$ cat src/rtl/cfg_shadow_pkg.sv
package cfg_shadow_pkg;
    localparam int CFG_AW = 8;
    localparam int CFG_DW = 8;
    localparam int RUN_W  = 2;
    localparam int DIV_W  = 3;
    localparam int TST_W  = 4;
    localparam int OFS_W  = 8;
    localparam int RAT_W  = DIV_W + 1;

    localparam logic [CFG_AW-1:0] A_PORT  = 8'h00;
    localparam logic [CFG_AW-1:0] A_IDENT = 8'h01;
    localparam logic [CFG_AW-1:0] A_GRADE = 8'h02;
    localparam logic [CFG_AW-1:0] A_RUN   = 8'h08;
    localparam logic [CFG_AW-1:0] A_DIV   = 8'h0B;
    localparam logic [CFG_AW-1:0] A_TEST  = 8'h0D;
    localparam logic [CFG_AW-1:0] A_BIST  = 8'h0E;
    localparam logic [CFG_AW-1:0] A_OFS   = 8'h10;
    localparam logic [CFG_AW-1:0] A_XFER  = 8'hFF;

    typedef struct packed {
        logic [RUN_W-1:0] run_mode;
        logic [DIV_W-1:0] clk_div;
        logic [TST_W-1:0] test_mode;
        logic             bist_en;
        logic [OFS_W-1:0] offset;
    } cfg_fields_t;

    typedef enum logic [1:0] {
        ST_IDLE   = 2'd0,
        ST_COMMIT = 2'd1,
        ST_CLEAR  = 2'd2
    } xfer_state_e;
endpackage

$ cat src/rtl/cfg_xfer_fsm.sv
module cfg_xfer_fsm
    import cfg_shadow_pkg::*;
(
    input  logic clk,
    input  logic rst_n,
    input  logic xfer_req,
    input  logic srst_req,
    output logic commit,
    output logic clear
);
    xfer_state_e state_q, state_d;

    always_comb begin
        state_d = ST_IDLE;
        unique case (state_q)
            ST_IDLE, ST_COMMIT, ST_CLEAR: begin
                if (srst_req)      state_d = ST_CLEAR;
                else if (xfer_req) state_d = ST_COMMIT;
                else               state_d = ST_IDLE;
            end
            default: state_d = ST_IDLE;
        endcase
    end

    always_ff @(posedge clk or negedge rst_n) begin
        if (!rst_n) state_q <= ST_IDLE;
        else        state_q <= state_d;
    end

    always_comb begin
        commit = 1'b0;
        clear  = 1'b0;
        unique case (state_q)
            ST_IDLE:   ;
            ST_COMMIT: commit = 1'b1;
            ST_CLEAR:  clear  = 1'b1;
            default:   ;
        endcase
    end
endmodule

$ cat src/rtl/cfg_stage_regs.sv
module cfg_stage_regs
    import cfg_shadow_pkg::*;
(
    input  logic              clk,
    input  logic              rst_n,
    input  logic              wr_en,
    input  logic [CFG_AW-1:0] addr,
    input  logic [CFG_DW-1:0] wdata,
    input  logic              clear,
    output cfg_fields_t       stage,
    output logic              lsb_first
);
    always_ff @(posedge clk or negedge rst_n) begin
        if (!rst_n) begin
            stage     <= '0;
            lsb_first <= 1'b0;
        end else if (clear) begin
            stage     <= '0;
            lsb_first <= 1'b0;
        end else if (wr_en) begin
            case (addr)
                A_PORT: lsb_first       <= wdata[6] | wdata[1];
                A_RUN:  stage.run_mode  <= wdata[RUN_W-1:0];
                A_DIV:  stage.clk_div   <= wdata[DIV_W-1:0];
                A_TEST: stage.test_mode <= wdata[TST_W-1:0];
                A_BIST: stage.bist_en   <= wdata[0];
                A_OFS:  stage.offset    <= wdata[OFS_W-1:0];
                default: ;
            endcase
        end
    end
endmodule

$ cat src/rtl/cfg_active_regs.sv
module cfg_active_regs
    import cfg_shadow_pkg::*;
(
    input  logic        clk,
    input  logic        rst_n,
    input  logic        commit,
    input  logic        clear,
    input  cfg_fields_t stage,
    output cfg_fields_t act
);
    always_ff @(posedge clk or negedge rst_n) begin
        if (!rst_n)      act <= '0;
        else if (clear)  act <= '0;
        else if (commit) act <= stage;
    end
endmodule

$ cat src/rtl/cfg_shadow_bank.sv
module cfg_shadow_bank
    import cfg_shadow_pkg::*;
#(
    parameter logic [7:0] CHIP_ID     = 8'hA5,
    parameter logic [2:0] SPEED_GRADE = 3'b011
) (
    input  logic              clk,
    input  logic              rst_n,
    input  logic [CFG_AW-1:0] addr,
    input  logic              wr_en,
    input  logic [CFG_DW-1:0] wdata,
    input  logic              rd_en,
    output logic [CFG_DW-1:0] rd_data,
    output logic              lsb_first,
    output logic [RUN_W-1:0]  act_run_mode,
    output logic [DIV_W-1:0]  act_clk_div,
    output logic [RAT_W-1:0]  act_div_ratio,
    output logic [TST_W-1:0]  act_test_mode,
    output logic              act_bist_en,
    output logic [OFS_W-1:0]  act_offset
);
    localparam int NIB = CFG_DW / 2;

    cfg_fields_t stage_q;
    cfg_fields_t act_q;
    logic        commit;
    logic        clear;
    logic        xfer_req;
    logic        srst_req;
    logic [NIB-1:0]    lo_nib;
    logic [CFG_DW-1:0] port_byte;
    logic [CFG_DW-1:0] rd_mux;

    assign xfer_req = wr_en && (addr == A_XFER) && wdata[0];
    assign srst_req = wr_en && (addr == A_PORT) && (wdata[5] | wdata[2]);

    cfg_xfer_fsm u_fsm (
        .clk      (clk),
        .rst_n    (rst_n),
        .xfer_req (xfer_req),
        .srst_req (srst_req),
        .commit   (commit),
        .clear    (clear)
    );

    cfg_stage_regs u_stage (
        .clk       (clk),
        .rst_n     (rst_n),
        .wr_en     (wr_en),
        .addr      (addr),
        .wdata     (wdata),
        .clear     (clear),
        .stage     (stage_q),
        .lsb_first (lsb_first)
    );

    cfg_active_regs u_active (
        .clk    (clk),
        .rst_n  (rst_n),
        .commit (commit),
        .clear  (clear),
        .stage  (stage_q),
        .act    (act_q)
    );

    // low nibble of the port byte: fixed 1, soft reset, shift order, fixed 0
    assign lo_nib = {1'b1, clear, lsb_first, 1'b0};

    // the high nibble is the low nibble in reversed bit order
    for (genvar gi = 0; gi < NIB; gi++) begin : g_mirror
        assign port_byte[gi]          = lo_nib[gi];
        assign port_byte[CFG_DW-1-gi] = lo_nib[gi];
    end

    always_comb begin
        rd_mux = '0;
        case (addr)
            A_PORT:  rd_mux = port_byte;
            A_IDENT: rd_mux = CHIP_ID;
            A_GRADE: rd_mux = {1'b0, SPEED_GRADE, 4'b0000};
            A_RUN:   rd_mux[RUN_W-1:0] = stage_q.run_mode;
            A_DIV:   rd_mux[DIV_W-1:0] = stage_q.clk_div;
            A_TEST:  rd_mux[TST_W-1:0] = stage_q.test_mode;
            A_BIST:  rd_mux[0]         = stage_q.bist_en;
            A_OFS:   rd_mux[OFS_W-1:0] = stage_q.offset;
            A_XFER:  rd_mux[0]         = commit;
            default: rd_mux = '0;
        endcase
    end

    assign rd_data       = rd_en ? rd_mux : '0;
    assign act_run_mode  = act_q.run_mode;
    assign act_clk_div   = act_q.clk_div;
    assign act_div_ratio = {1'b0, act_q.clk_div} + RAT_W'(1);
    assign act_test_mode = act_q.test_mode;
    assign act_bist_en   = act_q.bist_en;
    assign act_offset    = act_q.offset;
endmodule

$ cat config.mk
export PLATFORM = sky130hd
export DESIGN_NAME = cfg_shadow_bank
export DESIGN_NICKNAME = d
export VERILOG_FILES = /design/src/rtl/cfg_shadow_pkg.sv /design/src/rtl/cfg_xfer_fsm.sv /design/src/rtl/cfg_stage_regs.sv /design/src/rtl/cfg_active_regs.sv /design/src/rtl/cfg_shadow_bank.sv
export SDC_FILE = /design/constraint.sdc
export NUM_CORES = 1
export LEC_CHECK = 0
export BUFFER_PORTS_ARGS = -buffer_cell sky130_fd_sc_hd__buf_2
export CAP_MARGIN = 5
export CORE_ASPECT_RATIO = 1.1
export CORE_UTILIZATION = 30
export CTS_CLUSTER_DIAMETER = 200
export DETAILED_ROUTE_END_ITERATION = 12
export SETUP_SLACK_MARGIN = 0.2
export SLEW_MARGIN = 30
export SYNTH_ARGS = -nofsm -noshare
export SYNTH_HDL_FRONTEND = slang
export SYNTH_SLANG_ARGS = --single-unit
export TNS_END_PERCENT = 30
$ cat constraint.sdc
create_clock -name clk -period 2.8 [get_ports clk]
set_input_delay 0.56 -clock clk [delete_from_list [all_inputs] [get_ports clk]]
set_output_delay 0.56 -clock clk [all_outputs]
set_load 0.1 [all_outputs]
==> impl_metrics.yaml <==
cells_and_area:
  nets: 304
  areaGrowthSynthToFinish_pct: 30.1
  antenna_cells: 0
  layout-drive-gt1-share_pct: 31.4
global_route:
  grt_max_degree: 40
  antenna_found_initial: 0
  grt_pass1_wl_mm: 9.32
  grt-ovfl-total: 0
  grtUsageTotal_pct: 15.5
  grt_pass1_vias: 1825
die:
  rows: 32
  core-area_mm2: 0.00701
  ioPinCount: 51
  die_h_um: 91.3
  die_w_um: 83.2
  initial_utilization_pct: 31.1
  dieArea_mm2: 0.00760
critical_path:
  critical_path_required_ns: 2.24
  cp_data_arrival_time_ns: 2.01
  ff2ff_setup_slack_ns: 1.28
  critical_path_class: "in2out"
  worstPathMaxFanout: 7
  r2r_cells: 5
  cp-end-kind: "output port"
  worstSetupStartpointType: "input pin"
logic_synthesis:
  synth_edf_count: 0
  ys_types: 45
  ys_seq_area_share_pct: 44.8
  ys.flop_type: "dfrtp_1"
  avgSynthCellArea_um2: 9.15
  synthCells: 238
  synth_seq_cells: 39
  synthArstFlopShare_pct: 100
  yosys_warnings: 0
  syn_area_mm2: 0.00218
  syn-num-nets: 262
sta:
  grt_setup_unrepaired: "yes"
  drv_slew: 0
  worst_slew_pin_slew_ns: 0.541
  fin_crit_ns: 2.57
  finalHoldViolations: 0
  relSlewSlack_pct: 64.0
  fin_setup_tns_ns: 0
  clock_skew_ns: 0.00286
  setup_viol: 0
  fmax_ghz: 0.389
  post-route-period-util_pct: 91.9
power:
  peakVddDrop_uv: 248
  cellPowerDensity_mw_per_mm2: 448
  leakagePower_nw: 1.23
  finalPower_mw: 1.27
cts:
  h-tree-depth: 2
  cts_tree: "built"
  path_clk_slew_ns: 0.07
  clock_latency_ns: 0.29
  cts-buffers-inserted: 5
  cts_sinks: 39
  clockRootBuffer: "clkbuf_8"
  clock_path_buffers: 2
flow_run:
  maxCapViolations: 0
route:
  wl_mm: 5.59
  routedWlPerCell_um: 15.3
  remaining_drc_errors: 0
  route.vias.total: 1865
  drt_iter0_markers: 107
  dr.pass1.iters: 4
  via_per_inst: 5.11
  postRouteAntennaNets: 0
placement:
  port_buffers: 50
  gp_congestion: 0.882
  post-dp-hpwl_mm: 3.98
outcome:
  status: "finished clean"
hold_path:
  hp-class: "in2async"
[Yosys cell counts (all sizes together), types with 7 or more instances]
cell	count	share of area, %
mux2i	8	3.7
nand3b	8	2.8
dfrtp	39	45
nand2	29	5.0
nor3	9	2.5
clkbuf	15	2.6
a21oi	7	1.6
nand2b	18	5.2
nor2	13	2.6
o21ai	28	6.4
[sequential cells by signal, summed over array words and instances, names as in the netlist]
signal             count
u_active.act          18
u_stage.lsb_first      1
u_fsm.state_q          2
u_stage.stage         18
[cells by family (layout without fill, tap and decap cells)]
group | after synthesis | count (layout) | synth area share (%)
AND/OR/NAND/NOR | 109 | 109 | 28.8
AO/OA/AOI/OAI | 51 | 51 | 14.1
XOR/XNOR | 1 | 1 | 0.402
buffers and inverters | 24 | 66 | 4.94
multiplexers | 9 | 9 | 4.20
flip-flops | 39 | 39 | 44.8
adder cells (fa/ha/maj) | 5 | 5 | 2.76
[worst max-delay path, cell delays in order]
cell and delay, ns:
buf_2 0.12, or4_4 0.63, nor2_4 0.16, nand3_2 0.12, a21boi_4 0.22, buf_12 0.19
[stage by stage]
stage          cell area, um^2  worst slack (ns)  util, %  std cells  hold slack [ns]
2_1_floorplan             2270            0.0831        -        238            0.264
3_3_place_gp              2690             0.135     38.4        357            0.466
3_5_place_dp              2690             0.165     38.4        357            0.468
4_1_cts                   2790             0.160     39.8        364            0.414
5_1_grt                   2830             0.138     40.4        365            0.275
6_report                  2830             0.228     40.4        365            0.229
[repair_timing]
item                       in CTS  in global routing
setup buffers                   0                  1
pin swaps                       0                  4
setup endpoints to repair       5                  6
hold buffers                    0                  0
gates resized for setup         2                  9
[final timing paths]
path,startpoint,end
max,addr[7],rd_data[2]
max reg2reg,u_fsm.state_q[0],u_stage.stage[1]
min in group clk,u_active.act[16],u_active.act[16]
min,rst_n,u_active.act[14]
max in group asynchronous,rst_n,u_active.act[8]
min reg2reg,u_active.act[16],u_active.act[16]
[cell type report]
class                           instances  area, um^2
Multi-Input combinational cell        175        1230
Fill cell                             694        4170
Clock buffer                            6        82.6
Timing Repair Buffer                   56         423
Sequential cell                        39         976
Tap cell                               85         106
Inverter                                3        11.3
Clock inverter                          1        5.00
[per-layer routing]
layer	global-route usage (%)	vias up	routed length, um
met5	0	-	0
met4	5.75	0	96
met3	3.36	9	336
met2	24.1	73	2530
met1	21.1	859	2630
li1	-	924	-
[placed cells by master, fill, tap and decap left out, types with 2 or more instances in the layout]
cell	Yosys	final
buf_2	2	39
dfrtp_1	39	39
nand2_1	29	28
o21ai_0	28	28
nand2b_1	18	18
mux2i_1	8	8
nand3b_1	8	8
buf_12	0	8
a21oi_1	7	7
nor2_1	10	7
buf_4	0	7
clkbuf_8	0	6
nand3_1	6	5
nand4_1	4	4
nor3_1	7	4
a22oi_1	4	4
ha_1	4	4
inv_1	3	3
and3_1	3	3
or3_1	3	3
nor3_4	0	3
nor2_4	0	3
nor2b_1	6	3
nor2_2	3	3
nor3_2	2	2
nor2b_4	0	2
a21boi_4	0	2
clkbuf_4	0	2
[report_power, final]
| part | total [mW] | internal [mW] | switching (mW) | leakage (nW) |
|---|---|---|---|---|
| Combinational | 0.260 | 0.0588 | 0.201 | 0.680 |
| Clock | 0.382 | 0.193 | 0.189 | 0.0470 |
| Sequential | 0.625 | 0.600 | 0.0253 | 0.505 |
| Total | 1.27 | 0.852 | 0.416 | 1.23 |
Note: power is estimated with default switching activity, not from simulation.
